--- src/rtl/ccu_pkg.sv ---
package ccu_pkg;

  typedef enum logic [3:0] {
    OP_CMP = 4'd0,  OP_ADD = 4'd1,  OP_SUB = 4'd2,  OP_MUL = 4'd3,
    OP_DIV = 4'd4,  OP_MOD = 4'd5,  OP_SHL = 4'd6,  OP_SHR = 4'd7,
    OP_ROL = 4'd8,  OP_ROR = 4'd9,  OP_AND = 4'd10, OP_OR  = 4'd11,
    OP_XOR = 4'd12
  } opCode_e;

  localparam logic [3:0] LAST_OP = 4'd12;

  typedef enum logic [2:0] {
    CLS_NONE, CLS_CMP, CLS_ARITH, CLS_SHIFT, CLS_LOGIC
  } opClass_e;

  // control -> datapath strobes
  typedef struct packed {
    opCode_e  op;
    opClass_e cls;
    logic     ldRes;
  } dpStrobe_t;

  // datapath -> control outcome
  typedef struct packed {
    logic zero;
    logic neg;
    logic ovf;
    logic ovfPos;
    logic divZero;
    logic outBit;
    logic cmpEq;
    logic cmpLt;
  } dpStatus_t;

endpackage

--- src/rtl/ccu_datapath.sv ---
module ccu_datapath
  import ccu_pkg::*;
#(
  parameter int W   = 16,
  parameter int SHW = $clog2(W)
) (
  input  logic           clk,
  input  logic           rstN,
  input  dpStrobe_t      strb,
  input  logic [W-1:0]   opA,
  input  logic [W-1:0]   opB,
  input  logic [SHW-1:0] shiftCnt,
  output logic [W-1:0]   result,
  output dpStatus_t      stat
);
  localparam int          W2       = 2 * W;
  localparam logic [W-1:0] ALL_ONES = '1;
  localparam logic [W-1:0] ONE      = W'(1);

  logic [W:0]      sumExt, difExt;
  logic [W2-1:0]   prodFull;
  logic            prodOvf;
  logic [W-1:0]    safeDiv, quo, rem, negB;
  logic            divByZero, divByMinus1;
  logic [W2-1:0]   shlTmp, shrTmp, rolTmp, rorTmp;
  logic            shiftNz;
  logic [W-1:0]    resNext;
  logic            ovf, ovfPos, outBit;

  assign sumExt = {opB[W-1], opB} + {opA[W-1], opA};
  assign difExt = {opB[W-1], opB} - {opA[W-1], opA};

  assign prodFull = $signed({{W{opB[W-1]}}, opB}) * $signed({{W{opA[W-1]}}, opA});
  assign prodOvf  = !((&prodFull[W2-1:W-1]) || !(|prodFull[W2-1:W-1]));

  // keep the divider away from zero and the -MIN/-1 trap
  assign divByZero   = (opA == '0);
  assign divByMinus1 = (opA == ALL_ONES);
  assign safeDiv     = (divByZero || divByMinus1) ? ONE : opA;
  assign quo         = $signed(opB) / $signed(safeDiv);
  assign rem         = $signed(opB) % $signed(safeDiv);
  assign negB        = '0 - opB;

  assign shiftNz = |shiftCnt;
  assign shlTmp  = {{W{1'b0}}, opA} << shiftCnt;
  assign shrTmp  = {opA, {W{1'b0}}} >> shiftCnt;
  assign rolTmp  = {opA, opA} << shiftCnt;
  assign rorTmp  = {opA, opA} >> shiftCnt;

  always_comb begin
    resNext = opA;
    ovf     = 1'b0;
    ovfPos  = 1'b0;
    outBit  = 1'b0;
    unique case (strb.op)
      OP_ADD: begin
        resNext = sumExt[W-1:0];
        ovf     = sumExt[W] ^ sumExt[W-1];
        ovfPos  = !sumExt[W];
      end
      OP_SUB: begin
        resNext = difExt[W-1:0];
        ovf     = difExt[W] ^ difExt[W-1];
        ovfPos  = !difExt[W];
      end
      OP_MUL: begin
        resNext = prodFull[W-1:0];
        ovf     = prodOvf;
        ovfPos  = !prodFull[W2-1];
      end
      OP_DIV: begin
        if (divByZero) resNext = '0;
        else if (divByMinus1) begin
          resNext = negB;
          ovf     = (opB == {1'b1, {(W-1){1'b0}}});
          ovfPos  = 1'b1;
        end else resNext = quo;
      end
      OP_MOD: resNext = (divByZero || divByMinus1) ? '0 : rem;
      OP_SHL: begin resNext = shlTmp[W-1:0];  outBit = shiftNz && shlTmp[W];   end
      OP_SHR: begin resNext = shrTmp[W2-1:W]; outBit = shiftNz && shrTmp[W-1]; end
      OP_ROL: begin resNext = rolTmp[W2-1:W]; outBit = shiftNz && rolTmp[W];   end
      OP_ROR: begin resNext = rorTmp[W-1:0];  outBit = shiftNz && rorTmp[W-1]; end
      OP_AND: resNext = opA & opB;
      OP_OR:  resNext = opA | opB;
      OP_XOR: resNext = opA ^ opB;
      default: resNext = opA;
    endcase
  end

  assign stat.zero    = (resNext == '0);
  assign stat.neg     = resNext[W-1];
  assign stat.ovf     = ovf;
  assign stat.ovfPos  = ovfPos;
  assign stat.divZero = divByZero && (strb.op == OP_DIV || strb.op == OP_MOD);
  assign stat.outBit  = outBit;
  assign stat.cmpEq   = (opA == opB);
  assign stat.cmpLt   = $signed(opB) < $signed(opA);

  always_ff @(posedge clk) begin
    if (!rstN)          result <= '0;
    else if (strb.ldRes) result <= resNext;
  end

endmodule

--- src/rtl/ccu_control.sv ---
module ccu_control
  import ccu_pkg::*;
(
  input  logic       clk,
  input  logic       rstN,
  input  logic       opValid,
  input  logic [3:0] opSel,
  input  logic       osClr,
  input  logic       brLoad,
  input  logic       brIn,
  input  dpStatus_t  stat,
  output dpStrobe_t  strb,
  output logic [1:0] ccBits,
  output logic       ovFlag,
  output logic       osFlag,
  output logic       brFlag
);
  opClass_e   cls;
  logic [1:0] ccNext;
  logic       ovRaise;

  always_comb begin
    cls = CLS_NONE;
    if (opValid && opSel <= LAST_OP) begin
      unique case (opCode_e'(opSel))
        OP_CMP:                         cls = CLS_CMP;
        OP_ADD, OP_SUB, OP_MUL,
        OP_DIV, OP_MOD:                 cls = CLS_ARITH;
        OP_SHL, OP_SHR, OP_ROL, OP_ROR: cls = CLS_SHIFT;
        default:                        cls = CLS_LOGIC;
      endcase
    end
  end

  assign strb.op    = opCode_e'(opSel);
  assign strb.cls   = cls;
  assign strb.ldRes = (cls == CLS_ARITH) || (cls == CLS_SHIFT) || (cls == CLS_LOGIC);

  assign ovRaise = (cls == CLS_ARITH) && (stat.ovf || stat.divZero);

  always_comb begin
    ccNext = ccBits;
    unique case (cls)
      CLS_CMP:   ccNext = stat.cmpEq ? 2'b00 : (stat.cmpLt ? 2'b01 : 2'b10);
      CLS_ARITH: begin
        if (stat.divZero)   ccNext = 2'b11;
        else if (stat.ovf)  ccNext = stat.ovfPos ? 2'b10 : 2'b01;
        else if (stat.zero) ccNext = 2'b00;
        else                ccNext = stat.neg ? 2'b01 : 2'b10;
      end
      CLS_SHIFT: ccNext = stat.outBit ? 2'b10 : 2'b00;
      CLS_LOGIC: ccNext = stat.zero ? 2'b00 : 2'b10;
      default:   ccNext = ccBits;
    endcase
  end

  always_ff @(posedge clk) begin
    if (!rstN) begin
      ccBits <= 2'b00;
      ovFlag <= 1'b0;
      osFlag <= 1'b0;
      brFlag <= 1'b0;
    end else begin
      ccBits <= ccNext;
      if (cls == CLS_ARITH) ovFlag <= ovRaise;
      osFlag <= (osFlag && !osClr) || ovRaise;
      if (brLoad) brFlag <= brIn;
    end
  end

endmodule

--- src/rtl/cond_code_unit.sv ---
module cond_code_unit
  import ccu_pkg::*;
#(
  parameter int W   = 16,
  parameter int SHW = $clog2(W)
) (
  input  logic           clk,
  input  logic           rstN,
  input  logic           opValid,
  input  logic [3:0]     opSel,
  input  logic [W-1:0]   opA,
  input  logic [W-1:0]   opB,
  input  logic [SHW-1:0] shiftCnt,
  input  logic           osClr,
  input  logic           brLoad,
  input  logic           brIn,
  output logic [W-1:0]   result,
  output logic [4:0]     statusFlags,
  output logic           eno
);
  dpStrobe_t  strb;
  dpStatus_t  stat;
  logic [1:0] ccBits;
  logic       ovFlag, osFlag, brFlag;

  ccu_control uCtrl (
    .clk(clk), .rstN(rstN), .opValid(opValid), .opSel(opSel),
    .osClr(osClr), .brLoad(brLoad), .brIn(brIn), .stat(stat),
    .strb(strb), .ccBits(ccBits), .ovFlag(ovFlag), .osFlag(osFlag),
    .brFlag(brFlag)
  );

  ccu_datapath #(.W(W), .SHW(SHW)) uDp (
    .clk(clk), .rstN(rstN), .strb(strb), .opA(opA), .opB(opB),
    .shiftCnt(shiftCnt), .result(result), .stat(stat)
  );

  assign statusFlags = {brFlag, ccBits, ovFlag, osFlag};
  assign eno         = brFlag;

endmodule

--- config.mk ---
export PLATFORM = sky130hd
export DESIGN_NAME = cond_code_unit
export DESIGN_NICKNAME = d
export VERILOG_FILES = /design/src/rtl/ccu_pkg.sv /design/src/rtl/ccu_datapath.sv /design/src/rtl/ccu_control.sv /design/src/rtl/cond_code_unit.sv
export SDC_FILE = /design/constraint.sdc
export NUM_CORES = 2
export LEC_CHECK = 0
export ABC_AREA = 1
export BUFFER_PORTS_ARGS = -buffer_cell sky130_fd_sc_hd__buf_2
export CORE_MARGIN = 2
export CORE_UTILIZATION = 35
export DETAILED_ROUTE_END_ITERATION = 12
export PLACE_DENSITY = 0.5
export SLEW_MARGIN = 20
export SYNTH_ARGS = -nofsm -noshare
export SYNTH_HDL_FRONTEND = slang
export SYNTH_SLANG_ARGS = --single-unit
--- constraint.sdc ---
create_clock -name clk -period 60 [get_ports clk]
set_clock_uncertainty 0.2 [all_clocks]
set_input_delay 6 -clock clk [delete_from_list [all_inputs] [get_ports clk]]
set_output_delay 6 -clock clk [all_outputs]
set_load 0.01 [all_outputs]
==> impl_metrics.ini <==
[status]
status = complete, no violations

[power_and_ir_drop]
pwr_density_cell_nw_per_um2 = 52.1
power.leakage_nw = 14.4
ir_drop_mv = 0.0623

[logic_synthesis]
synth.distinct_cells = 71
synth_area_sq_um = 24600
synth.area.top_cells = fa_1 22%, nand2_1 15%, ha_1 14%, inv_1 12%, a21oi_1 4.7%
ys_seq_area_share_pct = 1.71
ys_ff_latch = 21
synth_edf_count = 0
yosysTopAreaCellShare_pct = 21.5
syn_avg_cell_area_sq_um = 6.36
yosys_warnings = 0
synth_cells = 3878
syn-num-nets = 4462
ys.flop_type = dfxtp_1
synth.most_common_cell = nand2_1
async_flop_share_pct = 0
yosys-top-cells-count = 964 x nand2_1, 766 x inv_1, 273 x ha_1
yosysTopAreaCell = fa_1

[drt]
via_per_inst = 5.19
drtPass1Iterations = 5
postRouteAntennaNets = 0
wl_per_cell_um = 20.1
vias = 24934
wirelength_mm = 96.4
drc_errors = 0
drt-initial-drc-count = 2222

[global_routing]
grt_pass1_wl_mm = 148
gr-usage-all-layers_pct = 26.2
antenna_found_initial = 6
overflow = 0
grt_pass1_vias = 24813
grt_max_degree = 53

[clock_tree]
cts.hold.buffers_added = 0
cts_buffer_depth = 2
cts_resized = 0
cts_buffers = 3
cts_tree = yes
root_buffer = clkbuf_16
worstSkewPairLatency_ns = 0.26
clkTransAtPathRegs_ns = 0.07
post_cts_buffers = 0
h-tree-depth = 1
cts.sinks = 21

[critical_path]
crit_top_cell = nand2_1
cp.arrival_ns = 41.99
cp-end-kind = register
path_delay_family = simple AND/OR/NAND/NOR gates
cp_max_fo = 34
slowest_delay_ns = 0.76
cp-start-kind = input pin
path_class = in2reg
crit_slowest_cell = nand2_1
crit_required_ns = 59.96
critPathBufInv = 33

[layout]
drive_above_1_share_pct = 6.89
fillerInstances = 7858
multiInputGateArea_sq_um = 20600
nets = 4443
fin_util_pct = 37.1
syn_to_final_growth_pct = 5.32
regArea_sq_um = 420

[sta]
worst_pin_slew_ns = 1.02
setup_viol = 0
fmax_mhz = 23.8
min_period_over_period_pct = 70.0
finalSetupTns_ns = 0
finalCriticalPeriod_ns = 42.02
finalHoldViolations = 0
maxSlewHeadroom_pct = 30.9
final_max_slew_viol_count = 0
rsz0062_at_grt = false

[die]
num_io_pins = 68
core_sq_um = 69900
fp.dieH_um = 269
die_w_um = 269
die_area_sq_um = 72600
initial_core_util_pct = 35.3
placementRows = 97

[worst_hold_path]
hold_path.class = reg2reg

[place]
io_buffers = 67
hpwl_mm = 77.4
gp_congestion = 0.976

[run]
drv_cap = 0
[path summary, 6_finish.rpt]
check                          to      startpoint  cells after the start  slack [ns]
hold reg to reg      uCtrl.osFlag    uCtrl.osFlag                      2        0.29
setup / recovery  uCtrl.ccBits[1]         opA[14]                    226       17.98
hold / removal       uCtrl.osFlag    uCtrl.osFlag                      2        0.29
setup reg to reg   uDp.result[10]  uDp.result[10]                      2       58.61
[worst reg2reg max path, stage by stage, from the launching register on]
cell     delay [ns]
dfxtp_1        0.33
o21ai_0        0.47
a21oi_1        0.22
[final cells by class]
type,count,area share (%)
antenna,3,0.0289
clock buffer,3,0.289
clock inverter,1,0.0289
inverter,788,11.4
multi-input combinational,2934,79.5
sequential,21,1.62
tap,940,4.53
timing repair buffer,111,2.56
[cells by family after synthesis]
logic type / after synthesis / synth area share (%)
AO/OA/AOI/OAI: 627 / 14.7
XOR/XNOR: 118 / 4.19
adder cells (fa/ha/maj): 538 / 35.4
buffers and inverters: 923 / 14.6
flip-flops: 21 / 1.71
multiplexers: 4 / 0.162
AND/OR/NAND/NOR: 1647 / 29.3
[stage by stage]
stage,setup WS [ns],hold slack [ns],total power [mW],area [sq um],cells
global route,14.03,0.329,1.56,25900,4798
CTS,18.17,0.297,1.36,25900,4798
detailed placement,17.97,0.272,1.34,25900,4794
global placement,18.92,0.277,1.34,25900,4794
floorplan,26.05,0.243,1.03,24600,3878
finish,17.98,0.291,1.35,26000,4801
[routing by layer]
| layer | wire length (um) | vias to the layer above | track usage, % | part of all wire [%] |
|---|---|---|---|---|
| li1 | - | 12197 | - | - |
| met1 | 41300 | 11717 | 34.2 | 43 |
| met2 | 45300 | 831 | 45.1 | 47 |
| met3 | 5680 | 185 | 2.57 | 5.9 |
| met4 | 4030 | 4 | 9.21 | 4.2 |
| met5 | 21 | - | 0 | 0.022 |
[cell usage in the layout (no fill, tap or decap), types with 16 or more instances in the layout]
cell / n
a21oi_1: 232
a31oi_1: 16
and2_1: 19
buf_2: 67
buf_4: 44
dfxtp_1: 21
fa_1: 265
ha_1: 273
inv_1: 766
nand2_1: 964
nand2_2: 24
nand3_1: 206
nand3_2: 17
nand4_1: 36
nor2_1: 230
nor3_1: 35
nor4_1: 16
o211ai_1: 20
o21ai_0: 202
o21ai_1: 22
o21bai_1: 20
or2_2: 62
xnor2_1: 44
xor2_1: 74
[sequential cells by signal (all words and copies together) (netlist names)]
signal / count
uDp.result: 16
uCtrl.ccBits: 2
uCtrl.brFlag: 1
uCtrl.osFlag: 1
uCtrl.ovFlag: 1
[where the power goes]
group | total, mW | leakage (nW) | switching [mW] | internal [mW]
clock network | 0.0153 | 0.0371 | 0.00621 | 0.00906
logic | 1.32 | 14.2 | 0.821 | 0.501
registers | 0.0164 | 0.174 | 0.00103 | 0.0154
Power figures use the tool's default switching activity.
